File: config.mk
export PLATFORM = sky130hd
export DESIGN_NAME = pio_exec
export DESIGN_NICKNAME = d
export VERILOG_FILES = /design/src/rtl/pio_pkg.sv /design/src/rtl/pio_decode.sv /design/src/rtl/pio_seq.sv /design/src/rtl/pio_bus.sv /design/src/rtl/pio_wb.sv /design/src/rtl/pio_exec.sv
export SDC_FILE = /design/constraint.sdc
export NUM_CORES = 1
export LEC_CHECK = 0
export CAP_MARGIN = 0
export CORE_UTILIZATION = 53
export DETAILED_ROUTE_END_ITERATION = 7
export DONT_BUFFER_PORTS = 1
export PLACE_DENSITY = 0.79
export SYNTH_ARGS = -nofsm -noshare
export SYNTH_HDL_FRONTEND = slang
export SYNTH_HIERARCHICAL = 1
export SYNTH_SLANG_ARGS = --single-unit
export TNS_END_PERCENT = 100
File: constraint.sdc
create_clock -name clk -period 6.35 [get_ports clk]
set_input_delay 0.635 -clock clk [delete_from_list [all_inputs] [get_ports clk]]
set_output_delay 0.635 -clock clk [all_outputs]
set_load 0.1 [all_outputs]
File: src/rtl/pio_pkg.sv
package pio_pkg;
  localparam int IW   = 16;
  localparam int DEVW = 6;
  localparam int ACCW = 2;
  localparam int CTLW = 2;
  localparam int XFW  = 3;
  localparam logic [2:0] IO_PREFIX = 3'b011;

  typedef enum logic [1:0] {K_NONE, K_IN, K_OUT, K_SKIP} kind_t;
  typedef enum logic [1:0] {S_IDLE, S_DRIVE, S_FIN, S_BAD} st_t;

  typedef struct packed {
    logic start;
    logic clear;
    logic pulse;
  } cmd_t;

  typedef struct packed {
    logic            legal;
    logic [ACCW-1:0] acc;
    kind_t           kind;
    logic [1:0]      rsel;
    logic [CTLW-1:0] ctl;
    logic [DEVW-1:0] dev;
  } dec_t;

  function automatic logic f_is_io(input logic [IW-1:0] w);
    return w[IW-1 -: 3] == IO_PREFIX;
  endfunction

  function automatic kind_t f_kind(input logic [XFW-1:0] x);
    if (x == 3'b000) return K_NONE;
    if (x == 3'b111) return K_SKIP;
    return x[0] ? K_IN : K_OUT;
  endfunction

  // codes 1..6 pair up as (A,A),(B,B),(C,C): (x-1)>>1 gives the register
  function automatic logic [1:0] f_rsel(input logic [XFW-1:0] x);
    logic [XFW-1:0] t;
    t = x - 3'd1;
    return t[2:1];
  endfunction

  function automatic cmd_t f_cmd(input kind_t k, input logic [CTLW-1:0] c);
    cmd_t r;
    r = '0;
    if (k != K_SKIP) begin
      case (c)
        2'b01:   r.start = 1'b1;
        2'b10:   r.clear = 1'b1;
        2'b11:   r.pulse = 1'b1;
        default: r = '0;
      endcase
    end
    return r;
  endfunction

  function automatic logic f_skip(input logic [CTLW-1:0] c, input logic busy,
                                  input logic dn);
    case (c)
      2'b00:   return busy;
      2'b01:   return !busy;
      2'b10:   return dn;
      default: return !dn;
    endcase
  endfunction

  function automatic dec_t f_decode(input logic [IW-1:0] w);
    dec_t d;
    d.legal = f_is_io(w);
    d.acc   = w[12:11];
    d.kind  = f_kind(w[10:8]);
    d.rsel  = f_rsel(w[10:8]);
    d.ctl   = w[7:6];
    d.dev   = w[5:0];
    return d;
  endfunction
endpackage

File: src/rtl/pio_decode.sv
module pio_decode
  import pio_pkg::*;
(
  input  logic [IW-1:0] instr_i,
  output dec_t          dec_o
);
  always_comb dec_o = f_decode(instr_i);
endmodule

File: src/rtl/pio_seq.sv
module pio_seq
  import pio_pkg::*;
#(
  parameter int DW   = 16,
  parameter int PCW  = 15,
  parameter int NACC = 4
) (
  input  logic                      clk,
  input  logic                      rst_n,
  input  logic                      in_valid,
  input  dec_t                      dec_i,
  input  logic [NACC-1:0][DW-1:0]   acc_i,
  input  logic [PCW-1:0]            pc_i,
  output st_t                       st_o,
  output kind_t                     kind_o,
  output logic [ACCW-1:0]           acc_o,
  output logic [1:0]                rsel_o,
  output logic [CTLW-1:0]           ctl_o,
  output logic [DEVW-1:0]           dev_o,
  output logic [DW-1:0]             opnd_o,
  output logic [PCW-1:0]            pc_o,
  output logic                      accept_o
);
  st_t st_q;

  assign accept_o = in_valid && (st_q == S_IDLE);
  assign st_o     = st_q;

  always_ff @(posedge clk or negedge rst_n) begin
    if (!rst_n) begin
      st_q   <= S_IDLE;
      kind_o <= K_NONE;
      acc_o  <= '0;
      rsel_o <= '0;
      ctl_o  <= '0;
      dev_o  <= '0;
      opnd_o <= '0;
      pc_o   <= '0;
    end else begin
      case (st_q)
        S_IDLE: begin
          if (accept_o) begin
            st_q   <= dec_i.legal ? S_DRIVE : S_BAD;
            kind_o <= dec_i.kind;
            acc_o  <= dec_i.acc;
            rsel_o <= dec_i.rsel;
            ctl_o  <= dec_i.ctl;
            dev_o  <= dec_i.dev;
            opnd_o <= acc_i[dec_i.acc];
            pc_o   <= pc_i;
          end
        end
        S_DRIVE: st_q <= S_FIN;
        S_FIN:   st_q <= S_IDLE;
        default: st_q <= S_IDLE;
      endcase
    end
  end
endmodule

File: src/rtl/pio_bus.sv
module pio_bus
  import pio_pkg::*;
#(
  parameter int DW = 16
) (
  input  st_t             st_i,
  input  kind_t           kind_i,
  input  logic [1:0]      rsel_i,
  input  logic [CTLW-1:0] ctl_i,
  input  logic [DEVW-1:0] dev_i,
  input  logic [DW-1:0]   opnd_i,
  output logic [DEVW-1:0] dev_code_o,
  output logic [1:0]      dev_rsel_o,
  output logic            dev_rd_o,
  output logic            dev_wr_o,
  output logic [DW-1:0]   dev_wdata_o,
  output cmd_t            cmd_o
);
  logic active;
  assign active = (st_i == S_DRIVE);

  always_comb begin
    dev_code_o  = '0;
    dev_rsel_o  = '0;
    dev_rd_o    = 1'b0;
    dev_wr_o    = 1'b0;
    dev_wdata_o = '0;
    cmd_o       = '0;
    if (active) begin
      dev_code_o = dev_i;
      cmd_o      = f_cmd(kind_i, ctl_i);
      if (kind_i == K_IN || kind_i == K_OUT) dev_rsel_o = rsel_i;
      if (kind_i == K_IN) dev_rd_o = 1'b1;
      if (kind_i == K_OUT) begin
        dev_wr_o    = 1'b1;
        dev_wdata_o = opnd_i;
      end
    end
  end
endmodule

File: src/rtl/pio_wb.sv
module pio_wb
  import pio_pkg::*;
#(
  parameter int DW  = 16,
  parameter int PCW = 15
) (
  input  logic            clk,
  input  logic            rst_n,
  input  st_t             st_i,
  input  kind_t           kind_i,
  input  logic [ACCW-1:0] acc_i,
  input  logic [CTLW-1:0] ctl_i,
  input  logic [PCW-1:0]  pc_i,
  input  logic [DW-1:0]   dev_rdata_i,
  input  logic            dev_busy_i,
  input  logic            dev_done_i,
  output logic            done_o,
  output logic            illegal_o,
  output logic            acc_we_o,
  output logic [ACCW-1:0] acc_idx_o,
  output logic [DW-1:0]   acc_wdata_o,
  output logic            pc_we_o,
  output logic [PCW-1:0]  next_pc_o,
  output logic            skip_o
);
  logic [DW-1:0] rdata_q;
  logic          busy_q;
  logic          dn_q;

  function automatic logic [PCW-1:0] f_step(input logic [PCW-1:0] pc, input logic sk);
    return pc + (sk ? PCW'(2) : PCW'(1));
  endfunction

  always_ff @(posedge clk or negedge rst_n) begin
    if (!rst_n) begin
      rdata_q <= '0;
      busy_q  <= 1'b0;
      dn_q    <= 1'b0;
    end else if (st_i == S_DRIVE) begin
      rdata_q <= dev_rdata_i;
      busy_q  <= dev_busy_i;
      dn_q    <= dev_done_i;
    end
  end

  always_comb begin
    done_o      = 1'b0;
    illegal_o   = 1'b0;
    acc_we_o    = 1'b0;
    acc_idx_o   = '0;
    acc_wdata_o = '0;
    pc_we_o     = 1'b0;
    next_pc_o   = '0;
    skip_o      = 1'b0;
    case (st_i)
      S_FIN: begin
        done_o    = 1'b1;
        pc_we_o   = 1'b1;
        skip_o    = (kind_i == K_SKIP) && f_skip(ctl_i, busy_q, dn_q);
        next_pc_o = f_step(pc_i, skip_o);
        if (kind_i == K_IN) begin
          acc_we_o    = 1'b1;
          acc_idx_o   = acc_i;
          acc_wdata_o = rdata_q;
        end
      end
      S_BAD: begin
        done_o    = 1'b1;
        illegal_o = 1'b1;
        next_pc_o = pc_i;
      end
      default: ;
    endcase
  end
endmodule

File: src/rtl/pio_exec.sv
module pio_exec
  import pio_pkg::*;
#(
  parameter int DW   = 16,
  parameter int PCW  = 15,
  parameter int NACC = 4
) (
  input  logic                    clk,
  input  logic                    rst_n,
  input  logic                    instr_valid,
  input  logic [15:0]             instr,
  input  logic [NACC-1:0][DW-1:0] acc_in,
  input  logic [PCW-1:0]          pc_in,
  output logic [5:0]              dev_code,
  output logic [1:0]              dev_rsel,
  output logic                    dev_rd,
  output logic                    dev_wr,
  output logic [DW-1:0]           dev_wdata,
  input  logic [DW-1:0]           dev_rdata,
  input  logic                    dev_busy,
  input  logic                    dev_done,
  output logic                    stb_start,
  output logic                    stb_clear,
  output logic                    stb_pulse,
  output logic                    acc_we,
  output logic [1:0]              acc_idx,
  output logic [DW-1:0]           acc_wdata,
  output logic                    pc_we,
  output logic [PCW-1:0]          next_pc,
  output logic                    done,
  output logic                    illegal
);
  dec_t            dec;
  st_t             st;
  kind_t           kind_q;
  logic [ACCW-1:0] acc_q;
  logic [1:0]      rsel_q;
  logic [CTLW-1:0] ctl_q;
  logic [DEVW-1:0] dev_q;
  logic [DW-1:0]   opnd_q;
  logic [PCW-1:0]  pc_q;
  cmd_t            cmd;

  // named internal events for the checker
  logic ev_accept;
  logic ev_skip_taken;

  pio_decode u_dec (.instr_i(instr), .dec_o(dec));

  pio_seq #(.DW(DW), .PCW(PCW), .NACC(NACC)) u_seq (
    .clk(clk), .rst_n(rst_n), .in_valid(instr_valid), .dec_i(dec),
    .acc_i(acc_in), .pc_i(pc_in), .st_o(st), .kind_o(kind_q),
    .acc_o(acc_q), .rsel_o(rsel_q), .ctl_o(ctl_q), .dev_o(dev_q),
    .opnd_o(opnd_q), .pc_o(pc_q), .accept_o(ev_accept)
  );

  pio_bus #(.DW(DW)) u_bus (
    .st_i(st), .kind_i(kind_q), .rsel_i(rsel_q), .ctl_i(ctl_q),
    .dev_i(dev_q), .opnd_i(opnd_q), .dev_code_o(dev_code),
    .dev_rsel_o(dev_rsel), .dev_rd_o(dev_rd), .dev_wr_o(dev_wr),
    .dev_wdata_o(dev_wdata), .cmd_o(cmd)
  );

  assign stb_start = cmd.start;
  assign stb_clear = cmd.clear;
  assign stb_pulse = cmd.pulse;

  pio_wb #(.DW(DW), .PCW(PCW)) u_wb (
    .clk(clk), .rst_n(rst_n), .st_i(st), .kind_i(kind_q), .acc_i(acc_q),
    .ctl_i(ctl_q), .pc_i(pc_q), .dev_rdata_i(dev_rdata),
    .dev_busy_i(dev_busy), .dev_done_i(dev_done), .done_o(done),
    .illegal_o(illegal), .acc_we_o(acc_we), .acc_idx_o(acc_idx),
    .acc_wdata_o(acc_wdata), .pc_we_o(pc_we), .next_pc_o(next_pc),
    .skip_o(ev_skip_taken)
  );
endmodule

# Word-level counts from Yosys, hierarchy flattened
# Cells that the tools add are included.
[totals]
regBits = 65
input_bits = 116
out_inout_bits = 66
word_cells = 76
[classes]
addsub = 2
magnitude_cmp = 1
n_eq_ne = 13
n_mux = 39
n_reduce_logical = 10
[op_table]
columns = ["operator", "n"]
rows = [
  ["$mux W16", 5],
  ["$bmux W16 S2", 1],
  ["$pmux W15 S2", 1],
  ["$mux W2", 12],
  ["$add A15 B15 Y15", 1],
  ["$mux W1", 15],
  ["$eq A2 B2 Y1 const B", 6],
  ["$eq A2 B1 Y1 const B", 3],
  ["$mux W3", 2],
  ["$mux W6", 1],
  ["$logic_not A2 Y1", 2],
  ["$ne A2 B2 Y1 const B", 2],
  ["$pmux W2 S2", 1],
  ["$eq A3 B2 Y1 const B", 1],
  ["$eq A3 B3 Y1 const B", 1],
  ["$logic_not A3 Y1", 1],
  ["$lt A2 B3 Y1 const B", 1],
  ["$pmux W1 S3", 1],
  ["$sub A3 B1 Y3 const B", 1],
  ["$logic_and A1 B1 Y1", 2],
  ["$logic_not A1 Y1", 2],
  ["$reduce_and A2 Y1", 1],
  ["$reduce_or A2 Y1", 1],
  ["$logic_or A1 B1 Y1", 1],
]

# Longest topological paths before layout
[logic_depth]
ltp_word = 7
depth_mapped = 9
mapped_depth_nobuf = 9

# Cells and area by module
# Netlist, hierarchy kept.
[modules_own_cells]
columns = ["mod", "instances", "cells_each", "area_each_um2", "seq_area_each_um2"]
rows = [
  ["pio_seq", 1, 122, 2200.9, 1176.1],
  ["pio_wb", 1, 129, 1295.0, 450.4],
  ["pio_bus", 1, 39, 292.8, 0.0],
  ["pio_decode", 1, 23, 160.2, 0.0],
]

# Least setup slack after synthesis
# No wires, ideal clock.
[synth_path]
path_type = "flip-flop to output port"
startpoint = "reg u_seq.st_q[0], in the netlist u_seq/st_o[0]"
endpoint = "out acc_idx[0]"
arrival_ns = 4.295
path_slack_ns = 1.420
path_stages_with_launch = 7
path_buffers = 3
path_cell_list = "dfrtp_1 -> buf_6 -> nor2b_1 -> and3b_1 -> clkbuf_1 -> clkbuf_1 -> and2_1"
[synth_via]
elab_chain_len = 2
[synth_rtl]
columns = ["item", "line_no", "text"]
rows = [
  ["start: declaration", "pio_seq.sv:24", "st_t st_q;"],
  ["start signal: assignment", "pio_seq.sv:43", "st_q <= dec_i.legal ? S_DRIVE : S_BAD;"],
  ["$eq A2 B2 Y1", "pio_wb.sv:55", "case (st_i)"],
  ["$mux W2", "pio_wb.sv:55", ""],
  ["end: declaration", "pio_exec.sv:26", "output logic [1:0] acc_idx,"],
]
# No other way between the ends.

# Final worst setup path
[layout_path]
startpoint = "reg u_seq.st_q[0], in the netlist u_seq/st_o[0]"
endpoint = "out acc_wdata[4]"
[layout_via]
elab_chain_len = 2
[layout_rtl]
columns = ["item", "line_no", "text"]
rows = [
  ["$eq A2 B2 Y1", "pio_wb.sv:55", ""],
  ["$mux W16", "pio_wb.sv:55", ""],
  ["end: declaration", "pio_exec.sv:27", "output logic [DW-1:0] acc_wdata,"],
]
# No other way between the ends.

==> metrics.log <==
[metrics] outcome: complete, no violations
[metrics] path depth of the worst reg2reg path: 4
[metrics] Layout Skew: about 0.0071 ns
[metrics] gr ovfl total: 0
[metrics] worst slew margin relative to its limit: 20.2%
[metrics] post-layout utilization of the core: roughly 58%
[metrics] crit-path max cell delay: 0.92 ns
[metrics] worst vdd rail ir drop: 215 uV
[metrics] register clock-pin slew on the reported worst setup and hold paths: 0.08 ns
[metrics] initial core utilization: between 50% and 60%
[metrics] average footprint of a synthesized cell: roughly 13 sq um
[metrics] capture instance of the worst register-to-register path: u_seq/pc_o[10]
[metrics] area of the mapped netlist: roughly 3900 sq um
[metrics] standard cell area after detailed placement: about 3900 sq um
[metrics] vias post-DR: about 2.4k
[metrics] final setup slack of the worst path: between 2 and 2.5 ns
[metrics] transition time at the pin with the least slew margin: 1.19 ns
[metrics] average detailed-routed wire length per instance: ~20 um
[metrics] aggregate negative setup slack: 0 ns
[metrics] Final Max Tran Viols: 0
[metrics] via/cell ratio: about 5.9
[metrics] area of the die: 7790 sq um
[metrics] top library cells by usage in the layout, fill and taps aside: dfrtp_1, mux2_2, and2_1
[metrics] Total Nets Final: ~420
[metrics] Chip Width: 88.2 um
[metrics] TritonCTS clock tree: yes
[metrics] CP Capture Type: output pin
[metrics] Hold Violations, Final: 0
[metrics] yosys synthesis warning count: 6
[metrics] areal power density over the cells: roughly 460 nW/um^2
[metrics] placed insts: 384
[metrics] minimum period implied by the final worst setup slack: between 3 and 4 ns
[metrics] CP required: between 5 and 6 ns
[metrics] ant diodes: 0
[metrics] largest fanout of any net on the critical path: 19
[metrics] grt peak-use layer: met2
[metrics] area occupied by multi-input gates: roughly 2100 sq um
[metrics] cell-by-cell listing of the critical path: nor2b_2 > and3b_1 > buf_4 > and2_1
[metrics] unrepaired setup endpoints after global routing: no
[metrics] Max-Cap Viols: 0
[metrics] crit path buf inv count: 1
[metrics] fraction of final layout cells with drive strength greater than 1: approximately a third
[metrics] number of filler instances in the final layout: slightly below 600
[metrics] cell type of the slowest stage on the worst timing path: nor2b_2
[metrics] largest net degree at the start of global routing: 66
[metrics] leakage dissipation: 1.81 nW
[metrics] M2 GR Usage: between 30% and 40%
[metrics] placer congestion estimate: between 0.7 and 0.8
[metrics] sum of routed wire length over all layers: between 8 and 9 mm
[metrics] number of cell rows: 31
[metrics] part of the cycle the worst path needs: a little over three fifths
[metrics] total of buffers placed on input and output ports: 0
[metrics] worst hold margin: 0.169 ns
[metrics] first-pass GRT wire length: roughly 12 mm
[metrics] arrival time of the worst setup path: 3.34 ns
[metrics] Die Ht: around 88 um
[metrics] Worst setup SP type: flop
[metrics] buffers inserted during post-CTS setup optimization: 0
[metrics] maximum clock insertion buffer count: 2
[metrics] Register Area: around 1600 sq um
[metrics] cell count after synthesis: about 310
[metrics] master cell of the clock root buffer: clkbuf_8
[metrics] number of DRC markers after the initial detailed-route iteration: about 100
[metrics] post-synth net total: roughly 440
[metrics] number of resized instances in the post-cts repair step: 0
[metrics] final instance count without filler cells: between 400 and 500
[metrics] area of the core: 7210 sq um
[metrics] DR pass1 iterations: 6
[metrics] CTS sink count: between 60 and 70
[metrics] start of the worst register-to-register path: u_seq/st_o[1]
[metrics] worst-skew pair later-pin latency: between 0.3 and 0.4 ns
[metrics] setup slack of the most critical reg-to-reg path: 3.59 ns
[metrics] number of clock buffers inserted by TritonCTS: 9
[metrics] family with the most delay on the worst path: simple AND/OR/NAND/NOR gates
[metrics] Boundary Pins: roughly 180
[metrics] area overhead of the layout relative to synthesis: 5.62%
[metrics] met1 track utilization from global routing: 23.8%
[metrics] worst hold-check path type: in2async
[metrics] Global Route met3 Usage: 4.94%
[metrics] Setup Slack @ Placement: 2.76 ns
[metrics] WS Path Type: reg2out
[metrics] CTS Hold Bufs: 1
[metrics] vias in the first global route: 2348
[metrics] HPWL after DPL: between 5 and 6 mm
[metrics] global-route usage over all layers: between 20% and 30%
[metrics] achievable frequency: 252 MHz
[metrics] commonest non-fill, non-tap cell in the layout: dfrtp_1
[metrics] CTS H-tree lvls: 3
[metrics] overall power of the completed layout: 1.91 mW
[metrics] initial antenna violation count: 0
[metrics] Design Area, Final: between 4000 and 5000 sq um
[metrics] DRC viols: 0
[metrics] Setup Viol. Count Final: 0
[metrics] antenna viol nets, final: 0
worst max-delay path by stage:
stage | from | endpoint | slack (ns) | cells after the start
2_1_floorplan | u_seq/st_o[0] | acc_idx[0] | 1.42 | 6
3_3_place_gp | u_seq/st_o[0] | acc_wdata[10] | 2.82 | 4
3_5_place_dp | u_seq/ctl_o[1] | next_pc[14] | 2.76 | 9
4_1_cts | u_seq/ctl_o[1] | next_pc[14] | 2.37 | 9
5_1_grt | u_seq/ctl_o[1] | next_pc[14] | 2.18 | 9
6_report | u_seq/st_o[0] | acc_wdata[4] | 2.38 | 4
worst register-to-register path, stage by stage (launching register included):
cell and delay (ns):
dfrtp_1 0.37, buf_4 0.28, nor3b_2 0.99, buf_4 0.58, mux2_2 0.42
registers in the layout, summed over array words and instances (netlist names), 2 cells and up:
signal	cells
u_seq/opnd_o	16
u_seq/dev_o	6
u_wb/rdata_q	16
u_seq/rsel_o	2
u_seq/acc_o	2
u_seq/ctl_o	2
u_seq/kind_o	2
u_seq/st_o	2
u_seq/pc_o	15
power breakdown:
part	total, mW	switching (mW)	internal (mW)	leakage [nW]
clock	0.397	0.172	0.225	0.110
combinational	0.845	0.595	0.250	0.937
sequential	0.673	0.108	0.565	0.761
layout make-up:
class	instances	area share, %
well taps	99	2.98
multi-input cells	207	50.3
inverters	9	0.812
clock inverters	7	2.46
clock buffers	9	2.98
flip-flops and latches	65	39.1
repair buffers	5	1.38
metal layers:
layer / part of all wire (%) / up-vias
met1: 39 / 1170
met5: 0 / -
li1: - / 1079
met2: 54 / 119
met3: 6.0 / 11
met4: 1.7 / 0
No activity file was read; power rests on OpenSTA's default activity.
